**config.mk**
```make
export PLATFORM = sky130hd
export DESIGN_NAME = bex_unit
export DESIGN_NICKNAME = d
export VERILOG_FILES = /design/src/rtl/bex_pkg.sv /design/src/rtl/bex_bank.sv /design/src/rtl/bex_ack_dec.sv /design/src/rtl/bex_cmp_dec.sv /design/src/rtl/bex_unit.sv
export SDC_FILE = /design/constraint.sdc
export NUM_CORES = 1
export LEC_CHECK = 0
export ABC_AREA = 1
export BUFFER_PORTS_ARGS = -buffer_cell sky130_fd_sc_hd__buf_2
export CAP_MARGIN = 0
export CORE_AREA = 4 4 189 173
export DETAILED_ROUTE_END_ITERATION = 10
export DIE_AREA = 0 0 193 177
export PLACE_DENSITY = 0.52
export SETUP_SLACK_MARGIN = 0.5
export SYNTH_ARGS = -nofsm -noshare
export SYNTH_HDL_FRONTEND = slang
export SYNTH_SLANG_ARGS = --single-unit
```
**constraint.sdc**
```tcl
create_clock -name clk -period 4.6 [get_ports clk]
set_clock_uncertainty 0.1 [all_clocks]
set_input_delay 0.92 -clock clk [delete_from_list [all_inputs] [get_ports clk]]
set_output_delay 0.92 -clock clk [all_outputs]
set_load 0.02 [all_outputs]
```
**src/rtl/bex_pkg.sv**
```systemverilog
// Package: shared types for the two-bank exception tracker.
package bex_pkg;
    // Which bank of vector state an operation touches.
    typedef enum logic {
        BANK_NS = 1'b0,
        BANK_S  = 1'b1
    } bank_e;
endpackage

```
**src/rtl/bex_bank.sv**
```systemverilog
// Module: one bank of pending/active state.
// Assumes: a set and a clear of the same active bit never arrive in the same cycle.
// When a pending bit is set and cleared together, the set wins.
module bex_bank #(
    parameter int N = 32
) (
    input  logic         clk,
    input  logic         rst_n,
    input  logic [N-1:0] pend_set,
    input  logic [N-1:0] pend_clr,
    input  logic [N-1:0] act_set,
    input  logic [N-1:0] act_clr,
    output logic [N-1:0] pend,
    output logic [N-1:0] act
);
    for (genvar i = 0; i < N; i++) begin : g_entry
        // Per-entry pending flag: set dominates clear.
        always_ff @(posedge clk) begin
            if (!rst_n)           pend[i] <= 1'b0;
            else if (pend_set[i]) pend[i] <= 1'b1;
            else if (pend_clr[i]) pend[i] <= 1'b0;
        end

        // Per-entry active flag.
        always_ff @(posedge clk) begin
            if (!rst_n)          act[i] <= 1'b0;
            else if (act_set[i]) act[i] <= 1'b1;
            else if (act_clr[i]) act[i] <= 1'b0;
        end
    end
endmodule

```
**src/rtl/bex_ack_dec.sv**
```systemverilog
// Module: combinational acknowledge decision.
// Picks the bank, checks range, enable, pending and priority, and works out
// the target security state. Assumes NW bits can hold NUM_EXC.
module bex_ack_dec
    import bex_pkg::*;
#(
    parameter int           N      = 32,
    parameter int           NW     = 6,
    parameter int           PW     = 8,
    parameter logic [N-1:0] BANKED = '0
) (
    input  logic [NW-1:0] num,
    input  logic [PW-1:0] prio,
    input  logic          sbank,
    input  logic [PW-1:0] exec_prio,
    input  logic [N-1:0]  en_ns,
    input  logic [N-1:0]  en_s,
    input  logic [N-1:0]  pend_ns,
    input  logic [N-1:0]  pend_s,
    input  logic [N-1:0]  tgt_sec,
    output logic          ok,
    output logic          to_sec,
    output bank_e         bank,
    output logic [N-1:0]  onehot
);
    logic in_range, is_banked, is_en, is_pend, prio_ok;

    // Decode the number and evaluate every acceptance condition.
    always_comb begin
        onehot    = {{(N-1){1'b0}}, 1'b1} << num;
        in_range  = (num > NW'(1)) && (num < NW'(N));
        is_banked = |(onehot & BANKED);
        bank      = sbank ? BANK_S : BANK_NS;
        is_en     = |(onehot & ((bank == BANK_S) ? en_s : en_ns));
        is_pend   = |(onehot & ((bank == BANK_S) ? pend_s : pend_ns));
        prio_ok   = prio < exec_prio;
        ok        = in_range && is_en && is_pend && prio_ok;
        to_sec    = sbank || (!is_banked && |(onehot & tgt_sec));
    end
endmodule

```
**src/rtl/bex_cmp_dec.sv**
```systemverilog
// Module: combinational complete decision.
// Selects the bank from the caller's flag and the banked mask, and checks
// that the selected entry is active.
module bex_cmp_dec
    import bex_pkg::*;
#(
    parameter int           N      = 32,
    parameter int           NW     = 6,
    parameter logic [N-1:0] BANKED = '0
) (
    input  logic [NW-1:0] num,
    input  logic          sec,
    input  logic [N-1:0]  act_ns,
    input  logic [N-1:0]  act_s,
    output logic          ok,
    output bank_e         bank,
    output logic [N-1:0]  onehot
);
    logic in_range;

    // Pick the bank and test the active bit.
    always_comb begin
        onehot   = {{(N-1){1'b0}}, 1'b1} << num;
        in_range = (num > NW'(1)) && (num < NW'(N));
        bank     = (sec && |(onehot & BANKED)) ? BANK_S : BANK_NS;
        ok       = in_range && |(onehot & ((bank == BANK_S) ? act_s : act_ns));
    end
endmodule

```
**src/rtl/bex_unit.sv**
```systemverilog
// Module: two-bank exception acknowledge/complete tracker (top).
// Assumes the caller keeps acknowledge and complete apart. If they collide,
// the complete runs and the acknowledge waits one cycle in a hold register.
// A fresh acknowledge arriving while one is held is dropped.
module bex_unit
    import bex_pkg::*;
#(
    parameter int              NUM_EXC = 32,
    parameter int              PRIO_W  = 8,
    parameter logic [NUM_EXC-1:0] BANKED = 32'h0000_004C,
    localparam int             NUM_W   = $clog2(NUM_EXC) + 1
) (
    input  logic               clk,
    input  logic               rst_n,
    input  logic [NUM_EXC-1:0] en_ns,
    input  logic [NUM_EXC-1:0] en_s,
    input  logic [NUM_EXC-1:0] tgt_sec,
    input  logic [PRIO_W-1:0]  exec_prio,
    input  logic               set_vld,
    input  logic [NUM_W-1:0]   set_num,
    input  logic               set_sec,
    input  logic               ack_req,
    input  logic [NUM_W-1:0]   ack_num,
    input  logic [PRIO_W-1:0]  ack_prio,
    input  logic               ack_sbank,
    input  logic               cmp_req,
    input  logic [NUM_W-1:0]   cmp_num,
    input  logic               cmp_sec,
    output logic               ack_done,
    output logic               ack_err,
    output logic               ack_to_sec,
    output logic [NUM_W-1:0]   cur_exc,
    output logic               cmp_done,
    output logic               cmp_illegal,
    output logic               irq_out,
    output logic [NUM_EXC-1:0] pend_ns,
    output logic [NUM_EXC-1:0] pend_s,
    output logic [NUM_EXC-1:0] act_ns,
    output logic [NUM_EXC-1:0] act_s
);
    localparam int N = NUM_EXC;

    // Held acknowledge after a collision.
    logic              hold_vld;
    logic [NUM_W-1:0]  hold_num;
    logic [PRIO_W-1:0] hold_prio;
    logic              hold_sbank;

    // Effective acknowledge request (held one first).
    logic              e_vld;
    logic [NUM_W-1:0]  e_num;
    logic [PRIO_W-1:0] e_prio;
    logic              e_sbank;
    logic              run_ack;

    // Decoder results.
    logic          a_ok, a_to_sec, c_ok;
    bank_e         a_bank, c_bank;
    logic [N-1:0]  a_oh, c_oh, s_oh;
    logic          s_to_sec;

    // Bank controls.
    logic [N-1:0] ns_pset, ns_pclr, ns_aset, ns_aclr;
    logic [N-1:0] s_pset,  s_pclr,  s_aset,  s_aclr;

    // Choose between the held acknowledge and the live one.
    always_comb begin
        e_vld   = hold_vld | ack_req;
        e_num   = hold_vld ? hold_num   : ack_num;
        e_prio  = hold_vld ? hold_prio  : ack_prio;
        e_sbank = hold_vld ? hold_sbank : ack_sbank;
        run_ack = e_vld && !cmp_req;
    end

    // Capture an acknowledge that loses to a complete.
    always_ff @(posedge clk) begin
        if (!rst_n) begin
            hold_vld   <= 1'b0;
            hold_num   <= '0;
            hold_prio  <= '0;
            hold_sbank <= 1'b0;
        end else if (e_vld && cmp_req) begin
            hold_vld   <= 1'b1;
            hold_num   <= e_num;
            hold_prio  <= e_prio;
            hold_sbank <= e_sbank;
        end else begin
            hold_vld   <= 1'b0;
        end
    end

    bex_ack_dec #(.N(N), .NW(NUM_W), .PW(PRIO_W), .BANKED(BANKED)) u_ack_dec (
        .num       (e_num),
        .prio      (e_prio),
        .sbank     (e_sbank),
        .exec_prio (exec_prio),
        .en_ns     (en_ns),
        .en_s      (en_s),
        .pend_ns   (pend_ns),
        .pend_s    (pend_s),
        .tgt_sec   (tgt_sec),
        .ok        (a_ok),
        .to_sec    (a_to_sec),
        .bank      (a_bank),
        .onehot    (a_oh)
    );

    bex_cmp_dec #(.N(N), .NW(NUM_W), .BANKED(BANKED)) u_cmp_dec (
        .num    (cmp_num),
        .sec    (cmp_sec),
        .act_ns (act_ns),
        .act_s  (act_s),
        .ok     (c_ok),
        .bank   (c_bank),
        .onehot (c_oh)
    );

    // Route pend-set, acknowledge and complete effects to the two banks.
    always_comb begin
        s_oh     = {{(N-1){1'b0}}, 1'b1} << set_num;
        s_to_sec = set_sec && |(s_oh & BANKED);
        ns_pset  = (set_vld && !s_to_sec) ? s_oh : '0;
        s_pset   = (set_vld &&  s_to_sec) ? s_oh : '0;
        ns_pclr  = (run_ack && a_ok && a_bank == BANK_NS) ? a_oh : '0;
        s_pclr   = (run_ack && a_ok && a_bank == BANK_S)  ? a_oh : '0;
        ns_aset  = ns_pclr;
        s_aset   = s_pclr;
        ns_aclr  = (cmp_req && c_ok && c_bank == BANK_NS) ? c_oh : '0;
        s_aclr   = (cmp_req && c_ok && c_bank == BANK_S)  ? c_oh : '0;
    end

    for (genvar b = 0; b < 2; b++) begin : g_bank
        if (b == 0) begin : g_ns
            bex_bank #(.N(N)) u_bank (
                .clk (clk), .rst_n (rst_n),
                .pend_set (ns_pset), .pend_clr (ns_pclr),
                .act_set  (ns_aset), .act_clr  (ns_aclr),
                .pend (pend_ns), .act (act_ns)
            );
        end else begin : g_s
            bex_bank #(.N(N)) u_bank (
                .clk (clk), .rst_n (rst_n),
                .pend_set (s_pset), .pend_clr (s_pclr),
                .act_set  (s_aset), .act_clr  (s_aclr),
                .pend (pend_s), .act (act_s)
            );
        end
    end

    // Register response pulses and the current exception number.
    always_ff @(posedge clk) begin
        if (!rst_n) begin
            ack_done    <= 1'b0;
            ack_err     <= 1'b0;
            ack_to_sec  <= 1'b0;
            cur_exc     <= '0;
            cmp_done    <= 1'b0;
            cmp_illegal <= 1'b0;
        end else begin
            ack_done    <= run_ack && a_ok;
            ack_err     <= run_ack && !a_ok;
            ack_to_sec  <= run_ack && a_ok && a_to_sec;
            if (run_ack && a_ok) cur_exc <= e_num;
            cmp_done    <= cmp_req && c_ok;
            cmp_illegal <= cmp_req && !c_ok;
        end
    end

    // Interrupt request from enabled and pending entries of both banks.
    assign irq_out = |(en_ns & pend_ns) | |(en_s & pend_s);
endmodule

```
# After elaboration in Yosys (flattened, before gate mapping)
# Cells that the tools add are included.
[totals]
input_bits = 138
register_bits = 155
ram_bits = 0
romBits = 0
memories = 0
latchBits = 0
wordCells = 592
[classes]
eq_ne = 0
magnitude_cmp = 5
n_mul = 0
div = 0
n_bitwise = 10
mux = 271
shift = 3
add_sub_neg = 0
n_reduce_logical = 165
[op_table]
columns = ["op", "n"]
rows = [
  ["2-to-1 mux 32 bit", 9],
  ["2-to-1 mux 1 bit", 260],
  ["nonzero test 2 bit", 128],
  ["bitwise AND 32 bit", 6],
  ["OR reduction 32 bit", 6],
  ["left shift 1 x 6 -> 32 bit, first input constant", 3],
  ["logical AND 1 bit", 22],
  ["> comparator 6 x 1 -> 1 bit, second input constant", 2],
  ["less-than comparator 6 bit, second input constant", 2],
  ["OR reduction 3 bit", 3],
  ["less-than comparator 8 bit", 1],
  ["2-to-1 mux 8 bit", 1],
  ["2-to-1 mux 6 bit", 1],
  ["zero test 1 bit", 5],
  ["NOT 1 bit", 2],
  ["bitwise OR 1 bit", 2],
  ["logical OR 1 bit", 1],
]

# Longest topological paths before layout
# Gate-level depths: netlist (run 1).
[logic_depth]
depth_word = 13
ltp_mapped = 22

# Hierarchy
# A second synthesis (run 1) with hierarchy kept.
[hier_totals]
hier_cells = 1946
hier_area_um2 = 10776.6
[by_module_without_submodules]
columns = ["mod", "cells_per_inst", "seq_area_each_um2", "n_inst", "area_each_um2"]
rows = [
  ["bex_bank", 327, 1281.2, 2, 2393.5],
  ["bex_unit", 560, 540.5, 1, 2776.4],
  ["bex_ack_dec", 527, 0.0, 1, 2324.7],
  ["bex_cmp_dec", 205, 0.0, 1, 888.4],
]

# Worst setup path after synthesis (run 1)
# Ideal clock, no wire load.
[synth_timing]
path_kind = "in2out"
start = "input port en_s[18]"
end = "output port irq_out"
required_ns = 3.580
t_arrival_ns = 2.065
path_buffers = 0
slack_ns = 1.515
path_stages = 4
path_cell_list = "a22o_1 a221oi_1 nand4_1 or4_1"
[synth_via]
elab_chain_cells = 3
[synth_rtl]
columns = ["item", "line", "rtl"]
rows = [
  ["start: declaration", "bex_unit.sv:16", "input logic [NUM_EXC-1:0] en_s,"],
  ["bitwise AND 32 bit", "bex_unit.sv:170", "assign irq_out = |(en_ns & pend_ns) | |(en_s & pend_s);"],
  ["OR reduction 32 bit", "bex_unit.sv:170", ""],
  ["bitwise OR 1 bit", "bex_unit.sv:170", ""],
  ["end: declaration", "bex_unit.sv:35", "output logic irq_out,"],
]
# Every way passes these cells.

# Final worst setup path (run 1)
[layout_timing]
start = "input port en_ns[15]"
end = "output port irq_out"
[layout_via]
elab_chain_cells = 3
[layout_rtl]
columns = ["item", "line", "rtl"]
rows = [
  ["start: declaration", "bex_unit.sv:15", "input logic [NUM_EXC-1:0] en_ns,"],
  ["bitwise AND 32 bit", "bex_unit.sv:170", ""],
  ["OR reduction 32 bit", "bex_unit.sv:170", ""],
  ["bitwise OR 1 bit", "bex_unit.sv:170", ""],
]
# Every way passes these cells.

==> results of run 1 <==
[power by group through the flow]
stage          combinational, mW  sequential, mW  clock (mW)
4_1_cts                    0.385            1.36        1.53
3_5_place_dp               0.385            1.39           0
2_1_floorplan              0.227            1.39           0
5_1_grt                    0.429            1.36        1.56
3_3_place_gp               0.385            1.39           0
6_report                   0.391            1.36        1.50
[cells in the mapped netlist, drive strengths merged]
cell type,instances
o22ai,9
ha,7
inv,209
a21oi,122
nand4,54
o21ai,73
nand2,464
nor4,7
buf,36
or4,1
nor3,14
a221oi,10
clkbuf,35
dfxtp,155
a21boi,1
a211oi,3
nand3,70
nor2,172
or3,1
a31oi,1
a311oi,1
nand3b,1
clkinv,1
a22o,10
o21bai,33
[critical path: stages]
cell and delay (ns):
buf_2 0.10, inv_1 0.15, o22ai_1 0.11, a21oi_1 0.12, nand3_1 0.08, a211oi_1 0.41
nand4_1 0.24, or4_1 0.48, buf_2 0.18
[state kept, by name, indices dropped and copies added, names as in the netlist, 6 cells and up]
signal and flops:
cur_exc 6, g_bank.g_ns.u_bank.act 32, g_bank.g_ns.u_bank.pend 32, g_bank.g_s.u_bank.act 32, g_bank.g_s.u_bank.pend 32, hold_num 6, hold_prio 8
[final timing paths]
kind                                                  from                                          to  slack, ns
hold reg to reg   g_bank[1].g_s.u_bank.act[0]$_SDFFE_PN0P_    g_bank[1].g_s.u_bank.act[0]$_SDFFE_PN0P_       0.33
setup / recovery                                 en_ns[15]                                     irq_out       0.78
setup reg to reg                       hold_vld$_SDFF_PN0_  g_bank[0].g_ns.u_bank.act[28]$_SDFFE_PN0P_       0.78
hold / removal    g_bank[1].g_s.u_bank.act[0]$_SDFFE_PN0P_    g_bank[1].g_s.u_bank.act[0]$_SDFFE_PN0P_       0.33
[cell families after synthesis]
| kind of cell | share of synthesized area [%] |
|---|---|
| simple gates | 36.3 |
| fa+ha+maj | 0.958 |
| flops | 34.0 |
| compound gates | 16.5 |
| buf+inv | 12.3 |
[per-layer routing]
layer	part of all wire [%]	wire (um)	vias to the layer above
li1	-	-	5274
met1	44	19200	4974
met2	44	19000	492
met3	9.2	3990	69
met4	2.4	1060	12
met5	0.18	76	-
[per-stage QoR]
step / instances / power, mW / setup WS [ns] / hold slack, ns / instance area, um^2
after floorplan: 1490 / 1.62 / 1.52 / 0.324 / 9140
after CTS: 2158 / 3.28 / 0.608 / 0.331 / 11500
final: 2163 / 3.26 / 0.778 / 0.326 / 11500
after detailed placement: 2126 / 1.78 / 0.594 / 0.319 / 10900
after global placement: 2126 / 1.78 / 0.520 / 0.313 / 10900
after global routing: 2160 / 3.36 / 0.541 / 0.365 / 11500
[final cells by class]
class                      instances  area, um^2
antenna                            4        10.0
clock buffer                      18         439
clock inverter                    14         160
fill                            3442       19100
inverter                         210         793
multi-input combinational       1054        4930
sequential                       155        3100
tap                              409         512
timing repair buffer             298        1580
timing repair inverter             1        5.00
==> parameters.txt, run 1 <==
Parameter                              Value

Status
  Outcome ... finished clean

Finish
  Leading cell type in the layout, fill and taps excluded ... nand2_1
  Final Net Count ... 1882
  Layout Utilization ... 37.7%
  Share of cells above drive strength 1 ... 21.3%
  Commonest cells after routing, fill and taps aside ... nand2_1 (457), buf_2 (277), inv_1 (199)
  Relative area change from synthesis to final layout ... 26.2%

Timing
  Number of pins with negative max-slew slack in the final report ... 0
  Achievable frequency ... 0.262 GHz
  Relative slew slack ... 24.3%
  Final Critical Period ... 3.82 ns
  Slew of the pin with the lowest slew margin ... 1.13 ns
  Final Setup Violations ... 0
  Number of endpoints with negative hold slack in the final report ... 0
  Unrepaired setup endpoints after global routing ... false
  Final total negative setup slack ... 0 ns
  Post-route fraction of the period consumed by the critical path ... 83.1%

Detailed routing
  Number of DRC violations after detailed routing ... 0
  Iteration-0 DRC Markers ... 839
  Post-route ant nets ... 0
  Via Count ... 10.8k
  DR pass1 iterations ... 5
  Routed wire length ... 43.4 mm
  Per-cell via count in the routed design ... 5.00
  Routed wirelength normalized by instance count ... 20.1 um

Logic synthesis
  Mean area per synthesized cell ... 6.13 um^2
  Proportion of netlist area held by the largest area contributor ... 34.0%
  Sequential share of the synthesized area ... 34.0%
  Mapped cell area ... 9140 um^2
  Dominant cells by area after synthesis ... dfxtp_1 (34%), nand2_1 (19%), inv_1 (8.3%)
  Syn nets ... 1635
  Post-synthesis cell type count ... 36
  Dominant cell type by area after synthesis ... dfxtp_1
  Count of warnings emitted by yosys ... 0
  Yosys reg bits ... 155
  Post-Syn Instances ... 1490

Power
  Total internal power ... 2.30 mW
  Proportion of power drawn by flip-flops and latches ... 41.9%
  Switching component of the power ... 958 uW
  Pwr Density ... 282 nW/um^2
  Worst voltage drop across the vdd grid ... 273 uV
  Sw frac ... 29.4%
  Power share of the combinational group ... 12.0%
  Leakage ... 5.50 nW
  Clk network pwr share ... 46.1%

Critical path
  Critical path startpoint category ... input pin
  CP Data Required Time ... 3.58 ns
  Arrival time of data at the critical path endpoint ... 2.80 ns
  Type of element capturing the critical path ... primary output
  Cell depth of the worst flop-to-flop path ... 17
  CP Max Fanout ... 2
  Crit Path Class ... input pin to primary output

Hold path
  Hold depth ... 2
  HP Class ... register to register

CTS
  Hold-fix buffers, CTS ... 0
  Post-CTS sizing ... 0
  Root buffer selected by CTS ... clkbuf_16
  Clock buffer depth ... 2
  CTS Sinks ... 155
  Post-CTS setup buffers ... 0
  Register clock-pin slew on the reported worst setup and hold paths ... 0.07 ns
  CTS tree ... built
  H-tree depth reported by CTS ... 4
  Insertion delay of the later-clocked pin in the worst-skew pair ... 0.44 ns
  Total CTS buffers ... 17

Die
  Die Y ... 177 um
  Horizontal extent of the die ... 193 um
  Placeable Area ... 30600 um^2
  Initial Util ... 29.9%
  Site Rows ... 61
  Area enclosed by the die boundary ... 34200 um^2
  I/O pin count ... 278

Global routing
  Largest net degree at the start of global routing ... 104
  Met3 track demand over resource in global routing ... 6.07%
  Most utilized layer in the global route result ... met2
  Vias in the first global route ... 10.1k
  Initial antenna violation count ... 8
  Met1 Usage GRT ... 33.7%
  GR met2 Demand/Resource ... 37.8%
  Overflow left after global routing ... 0
  GRT Resource Usage Total ... 24.4%
  First-pass GRT wire length ... 62.4 mm

Placement
  Global placement routability congestion ... 0.963
  DP HPWL ... 34.3 mm
  Number of port buffers ... 277

Job
  Maxcap violations ... 0
(Power assumes the default switching activity.)
==> run 2: changes to the inputs <==
PLACE_DENSITY = 0.54   (was 0.52)
clock period = 3.19 ns   (was 4.6 ns; I/O delays follow)
==> run 2 against run 1 <==
  * First-iteration DRC count is 54% higher
  * Setup slack worse by 0.57 ns
  * Non-clock buffer count is 159 higher
  * Cell count is 7.2% higher
  * Power is 46% higher
  * Via count is 6.8% higher
  * Register-to-register slack worse by 0.57 ns
  * Core utilization is 5.8 points higher
  * Sequential share of layout area is 3.5 points lower
  * Design area is 15% higher
  * Critical endpoint is now g_bank[1].g_s.u_bank.pend[30]$_SDFFE_PN0P_
==> parameters.txt, run 2 (synthesized netlist as in run 1, its figures left out) <==
Parameter                              Value

Finish
  Share of cells above drive strength 1 ... 31.5%
  Leading cell type in the layout, fill and taps excluded ... nand2_1
  Layout Utilization ... 43.4%
  Commonest cells after routing, fill and taps aside ... nand2_1 (442), buf_2 (277), inv_1 (191)
  Final cell area excluding filler cells ... 13300 um^2
  Fillcell total ... 3350
  Count of antenna diodes in the layout ... 0
  Relative area change from synthesis to final layout ... 45.5%
  Final Net Count ... 2042

Die
  Initial Util ... 29.9%
  Horizontal extent of the die ... 193 um
  I/O pin count ... 278
  Die Y ... 177 um
  Area enclosed by the die boundary ... 34200 um^2
  Site Rows ... 61
  Placeable Area ... 30600 um^2

Placement
  DP Area ... 11900 um^2
  DP HPWL ... 36.6 mm
  Number of port buffers ... 277
  Global placement routability congestion ... 0.988

Critical path
  Critical register-to-register path endpoint ... g_bank[1].g_s.u_bank.pend[30]$_SDFFE_PN0P_
  CP Max Fanout ... 15
  Reg2reg setup slack ... 0.20 ns
  Crit path from ... hold_vld$_SDFF_PN0_
  Capturing element of the worst setup path ... g_bank[1].g_s.u_bank.pend[30]$_SDFFE_PN0P_
  Arrival time of data at the critical path endpoint ... 3.20 ns
  CP Data Required Time ... 3.41 ns
  Critical path startpoint category ... register
  Type of element capturing the critical path ... register
  Cell depth of the worst flop-to-flop path ... 21
  Crit Path Class ... register to register
  Worst r2r src ... hold_vld$_SDFF_PN0_

Power
  Worst voltage drop across the vdd grid ... 370 uV
  Total Power ... 4.74 mW
  Leakage ... 6.40 nW
  Pwr Density ... 356 nW/um^2

Timing
  Slew of the pin with the lowest slew margin ... 0.712 ns
  Final Critical Period ... 2.99 ns
  Hold Slack ... 0.323 ns
  Number of endpoints with negative hold slack in the final report ... 0
  Final Setup Violations ... 0
  Number of pins with negative max-slew slack in the final report ... 0
  Relative slew slack ... 52.5%
  Unrepaired setup endpoints after global routing ... true
  Post-route fraction of the period consumed by the critical path ... 93.6%
  Achievable frequency ... 0.335 GHz

Detailed routing
  Routed wirelength normalized by instance count ... 19.8 um
  Via Count ... 11.6k
  Iteration-0 DRC Markers ... 1296
  Post-route ant nets ... 0
  Routed wire length ... 45.8 mm
  Per-cell via count in the routed design ... 4.99
  DR pass1 iterations ... 6
  Number of DRC violations after detailed routing ... 0

Global routing
  First-pass GRT wire length ... 66.9 mm
  Vias in the first global route ... 11.1k
  Largest net degree at the start of global routing ... 83
  GRT Resource Usage Total ... 25.9%
  Overflow left after global routing ... 0
  Initial antenna violation count ... 1

CTS
  Total CTS buffers ... 17
  Root buffer selected by CTS ... clkbuf_16
  CTS Sinks ... 155
  Hold-fix buffers, CTS ... 0
  Insertion delay of the later-clocked pin in the worst-skew pair ... 0.43 ns
  CTS tree ... built
  H-tree depth reported by CTS ... 4
  Register clock-pin slew on the reported worst setup and hold paths ... 0.07 ns
  Clock buffer depth ... 2

Hold path
  HP Class ... register to register
  Hold depth ... 2

Job
  Maxcap violations ... 0

Status
  Outcome ... finished clean
[run 2: cell type report]
type / count / area, um^2 / area share (%)
flip-flops and latches: 155 / 3120 / 23.4
repair buffers: 457 / 3020 / 22.7
clock inverters: 10 / 92.6 / 0.696
clock buffers: 21 / 460 / 3.46
multi-input cells: 1055 / 5280 / 39.7
repair inverters: 1 / 7.51 / 0.0565
inverters: 210 / 808 / 6.08
well taps: 409 / 512 / 3.85
[run 2: through the flow]
stage / cells / worst slack [ns] / TNS (ns)
after global routing: 2318 / 0.0917 / 0
after global placement: 2249 / -0.230 / -8.62
after detailed placement: 2249 / -0.257 / -10.39
after CTS: 2306 / 0.286 / 0
after floorplan: 1490 / 0.540 / 0
final: 2318 / 0.204 / 0
[run 2: critical path, stage by stage (launching register included)]
cell and delay, ns:
dfxtp_4 0.37, buf_6 0.14, o21ai_4 0.21, clkinvlp_4 0.22
buf_4 0.19, nor3_4 0.20, buf_6 0.15, nand2_1 0.06
nand2_1 0.06, nor2_1 0.04, nand2_1 0.07, nor2_1 0.05
nand2_1 0.07, nand2_2 0.06, nor2_4 0.12, buf_12 0.15
nand2_8 0.07, nor2_8 0.14, buf_12 0.16, nand2_1 0.12
nand2_1 0.08, nor2_1 0.04
[run 2: repair_timing]
action | in CTS | in global routing
resized for setup | 84 | 53
pin swaps | 48 | 9
buffers inserted | 21 | 10
setup endpoints to repair | 130 | 130
cloned | 5 | 2
[run 2: layer usage]
| layer | global-route usage [%] | share of wire (%) |
|---|---|---|
| met5 | 0 | 0.026 |
| met4 | 6.70 | 2.3 |
| met3 | 4.97 | 8.4 |
| met2 | 40.4 | 44 |
| met1 | 36.7 | 45 |
[run 2: power by group]
part           internal, mW  switching, mW  total, mW
clock                  1.11          0.895       2.01
combinational         0.285          0.480      0.765
sequential             1.95         0.0117       1.97
[run 2: how the worst min path moves through the flow]
| stage | endpoint | from | slack [ns] |
|---|---|---|---|
| after detailed placement | g_bank[1].g_s.u_bank.act[0]$_SDFFE_PN0P_ | g_bank[1].g_s.u_bank.act[0]$_SDFFE_PN0P_ | 0.32 |
| final | g_bank[1].g_s.u_bank.act[0]$_SDFFE_PN0P_ | g_bank[1].g_s.u_bank.act[0]$_SDFFE_PN0P_ | 0.32 |
| after global placement | g_bank[1].g_s.u_bank.act[0]$_SDFFE_PN0P_ | g_bank[1].g_s.u_bank.act[0]$_SDFFE_PN0P_ | 0.31 |
| after floorplan | hold_prio[1]$_SDFFE_PN0P_ | hold_prio[1]$_SDFFE_PN0P_ | 0.32 |
| after CTS | g_bank[1].g_s.u_bank.act[0]$_SDFFE_PN0P_ | g_bank[1].g_s.u_bank.act[0]$_SDFFE_PN0P_ | 0.33 |
| after global routing | g_bank[1].g_s.u_bank.act[1]$_SDFFE_PN0P_ | g_bank[1].g_s.u_bank.act[1]$_SDFFE_PN0P_ | 0.36 |
==> run 3: changes to the inputs <==
ABC_AREA = 0   (was 1)
CORE_AREA = 4 4 187 171   (was 4 4 189 173)
DIE_AREA = 0 0 191 175   (was 0 0 193 177)
==> run 3 against run 2 <==
  * The flow now finishes with violations (negative setup slack)
  * Cell count decreased by 17%
  * Design area increased by 0.71%
  * Sequential share of layout area shrank 0.14 points
  * Global-route usage is 1.6 points higher
  * Non-clock buffer count rose by 13
  * Sequential cell count is the same
  * First-iteration DRC count shrank 4.3%
  * Synthesized cell count is 27% lower
  * Clock power is 3% higher
  * Setup slack worse by 0.28 ns
  * Critical path depth fell by 9
  * Largest cell class unchanged
==> parameters.txt, run 3 <==
Parameter                              Value

Logic synthesis
  Mapped cell area ... 8910 um^2
  Synth cell count leaders ... nand2_1 (156), dfxtp_1 (155), nor2_1 (84)
  Sequential share of the synthesized area ... 34.8%
  Count of warnings emitted by yosys ... 0
  Post-Syn Instances ... 1089
  Leading cell type by number of instances after synthesis ... nand2_1
  Proportion of netlist area held by the largest area contributor ... 34.8%
  Yosys reg bits ... 155
  Predominant post-synthesis flop cell ... dfxtp_1
  Async set-reset flop share out of synthesis ... 0%
  Post-synthesis cell type count ... 80
  Mean area per synthesized cell ... 8.18 um^2
  Dominant cells by area after synthesis ... dfxtp_1 (35%), mux2i_1 (6.9%), nand2_1 (6.6%)
  EDFF count, synth ... 0
  Dominant cell type by area after synthesis ... dfxtp_1
  Syn nets ... 1234

Finish
  Relative area change from synthesis to final layout ... 50.3%
  Commonest cells after routing, fill and taps aside ... buf_2 (274), buf_4 (162), nand2_1 (154)
  Count of antenna diodes in the layout ... 0
  Leading cell type in the layout, fill and taps excluded ... buf_2
  Share of cells above drive strength 1 ... 43.1%
  Final cell area excluding filler cells ... 13400 um^2
  Final Net Count ... 1644
  Final Non-Filler Cells ... 1915
  Fillcell total ... 2969

Hold path
  HP Class ... register to register
  Hold Path Sink ... g_bank[1].g_s.u_bank.act[18]$_SDFFE_PN0P_
  Hold depth ... 2
  Critical hold path startpoint ... g_bank[1].g_s.u_bank.act[18]$_SDFFE_PN0P_

Detailed routing
  Iteration-0 DRC Markers ... 1240
  DR pass1 iterations ... 7
  Routed wirelength normalized by instance count ... 25.8 um
  Via Count ... 11.2k
  Number of DRC violations after detailed routing ... 0
  Per-cell via count in the routed design ... 5.85
  Post-route ant nets ... 0
  Routed wire length ... 49.5 mm

CTS
  Register clock-pin slew on the reported worst setup and hold paths ... 0.07 ns
  CTS tree ... built
  Insertion delay of the later-clocked pin in the worst-skew pair ... 0.44 ns
  Root buffer selected by CTS ... clkbuf_16
  H-tree depth reported by CTS ... 4
  Total CTS buffers ... 17
  Clock buffer depth ... 2
  CTS Sinks ... 155
  Hold-fix buffers, CTS ... 0

Critical path
  Cells along the critical path ... mux2_4 -> buf_12 -> mux2i_2 -> o22ai_1 -> or4b_4 -> nor4_4 -> a31oi_4 -> buf_6 -> nand4_4 -> buf_6 -> clkbuf_16 -> o31ai_2
  WP buf/inv ... 4
  CP Data Required Time ... 3.41 ns
  Type of element capturing the critical path ... register
  Arrival time of data at the critical path endpoint ... 3.48 ns
  Critical path startpoint category ... register
  Most numerous cell on the critical path ... buf_6
  Worst r2r src ... hold_vld$_SDFF_PN0_
  Critical register-to-register path endpoint ... g_bank[1].g_s.u_bank.act[11]$_SDFFE_PN0P_
  Crit Path Class ... register to register
  Crit path from ... hold_vld$_SDFF_PN0_
  Largest delay share family, worst path ... simple AND/OR/NAND/NOR gates
  Cell depth of the worst flop-to-flop path ... 12
  Crit-path slowest cell ... or4b_4
  Largest stage delay on the critical path ... 0.57 ns
  CP Max Fanout ... 20
  Reg2reg setup slack ... -0.07 ns

Placement
  DP HPWL ... 38.1 mm
  Instance count after placement with tap cells included ... 1849
  DP Area ... 11900 um^2
  Number of port buffers ... 277
  Global placement routability congestion ... 1.07

Timing
  Unrepaired setup endpoints after global routing ... true
  Relative slew slack ... 46.3%
  Hold Slack ... 0.355 ns
  Final Setup Violations ... 59
  Final total negative setup slack ... -2.00 ns
  Number of pins with negative max-slew slack in the final report ... 0
  Post-route fraction of the period consumed by the critical path ... 102%
  Final Worst Setup Slack ... -0.0726 ns
  Achievable frequency ... 0.307 GHz
  Final Critical Period ... 3.26 ns
  Number of endpoints with negative hold slack in the final report ... 0
  Slew of the pin with the lowest slew margin ... 0.799 ns

Power
  Power share of the combinational group ... 17.3%
  Switching component of the power ... 1.46 mW
  Total internal power ... 3.42 mW
  Pwr Density ... 365 nW/um^2
  Leakage ... 5.91 nW
  Clk network pwr share ... 42.3%
  Worst voltage drop across the vdd grid ... 387 uV
  Sw frac ... 29.9%
  Proportion of power drawn by flip-flops and latches ... 40.3%

Die
  Horizontal extent of the die ... 191 um
  Area enclosed by the die boundary ... 33400 um^2
  Die Y ... 175 um
  Site Rows ... 60
  Placeable Area ... 29800 um^2
  I/O pin count ... 278
  Initial Util ... 29.9%

Global routing
  GRT Resource Usage Total ... 27.5%
  Vias in the first global route ... 10.4k
  First-pass GRT wire length ... 68.4 mm
  Overflow left after global routing ... 0
  Initial antenna violation count ... 0
  Largest net degree at the start of global routing ... 53

Status
  Outcome ... finished, violations left
  Violations in the final reports ... negative setup slack

Job
  Maxcap violations ... 0
-- run 3: changes by cell type in the layout (fill, tap and decap cells not counted), sizes merged, moves of 45 or more --
| cell | before | now |
|---|---|---|
| inv | 208 | 30 |
| nor2 | 172 | 87 |
| mux2i | 0 | 61 |
| nand4 | 54 | 9 |
| a21oi | 122 | 52 |
| nand3 | 70 | 25 |
| nand2 | 464 | 156 |
-- run 3: worst reg2reg max path: stages (launching register included) --
cell and delay, ns:
dfxtp_4 0.43, mux2_4 0.34, buf_12 0.17, mux2i_2 0.30, o22ai_1 0.15, or4b_4 0.57, nor4_4 0.33, a31oi_4 0.08
buf_6 0.16, nand4_4 0.15, buf_6 0.16, clkbuf_16 0.15, o31ai_2 0.06
-- run 3: worst max-delay path by stage --
stage / slack [ns] / end / depth (start not counted)
2_1_floorplan: 0.08 / g_bank[1].g_s.u_bank.pend[31]$_SDFFE_PN0P_ / 13
3_3_place_gp: -0.33 / g_bank[1].g_s.u_bank.pend[3]$_SDFFE_PN0P_ / 12
3_5_place_dp: -0.29 / g_bank[0].g_ns.u_bank.act[20]$_SDFFE_PN0P_ / 14
4_1_cts: 0.06 / cur_exc[3]$_SDFFE_PN0P_ / 13
5_1_grt: -0.09 / g_bank[1].g_s.u_bank.pend[3]$_SDFFE_PN0P_ / 13
6_report: -0.07 / g_bank[1].g_s.u_bank.act[11]$_SDFFE_PN0P_ / 12
-- run 3: routing by layer --
| layer | vias up | share of wire, % | track usage [%] |
|---|---|---|---|
| met3 | 123 | 13 | 9.53 |
| met1 | 5353 | 40 | 35.8 |
| met2 | 823 | 43 | 42.2 |
| met5 | - | 0 | 0 |
| li1 | 4905 | - | - |
| met4 | 0 | 4.0 | 10.2 |
-- run 3: per-stage QoR --
stage | total power [mW] | utilization (%) | setup WS (ns)
2_1_floorplan | 2.36 | - | 0.0837
3_3_place_gp | 2.75 | 39.8 | -0.333
3_5_place_dp | 2.75 | 39.8 | -0.289
4_1_cts | 4.80 | 42.3 | 0.0638
5_1_grt | 5.00 | 44.9 | -0.0872
6_report | 4.88 | 44.9 | -0.0726
-- run 3: layout make-up --
class                           instances  area, um^2  share of cell area, %
Clock buffer                           19         443                   3.31
Clock inverter                         13         131                  0.981
Inverter                               25        93.8                  0.701
Multi-Input combinational cell        830        5880                   43.9
Sequential cell                       155        3120                   23.3
Tap cell                              403         504                   3.77
Timing Repair Buffer                  470        3210                   24.0
-- run 3: power by group through the flow --
stage	logic, mW	registers (mW)	clock network (mW)
5_1_grt	0.885	1.97	2.15
4_1_cts	0.756	1.97	2.07
6_report	0.846	1.97	2.07
2_1_floorplan	0.353	2.01	0
3_3_place_gp	0.735	2.01	0
3_5_place_dp	0.737	2.01	0
-- run 3: cell families after synthesis --
family | share of synthesized area (%)
flip-flops | 34.8
adder cells (fa/ha/maj) | 0.983
buffers and inverters | 5.15
AO/OA/AOI/OAI | 27.5
multiplexers | 8.37
AND/OR/NAND/NOR | 23.2
-- run 3: repair_timing --
| item | CTS | global route |
|---|---|---|
| gates cloned | 1 | 9 |
| pin swaps | 4 | 21 |
| gates resized for setup | 26 | 97 |
| setup endpoints to repair | 130 | 131 |
| buffers inserted | 4 | 20 |
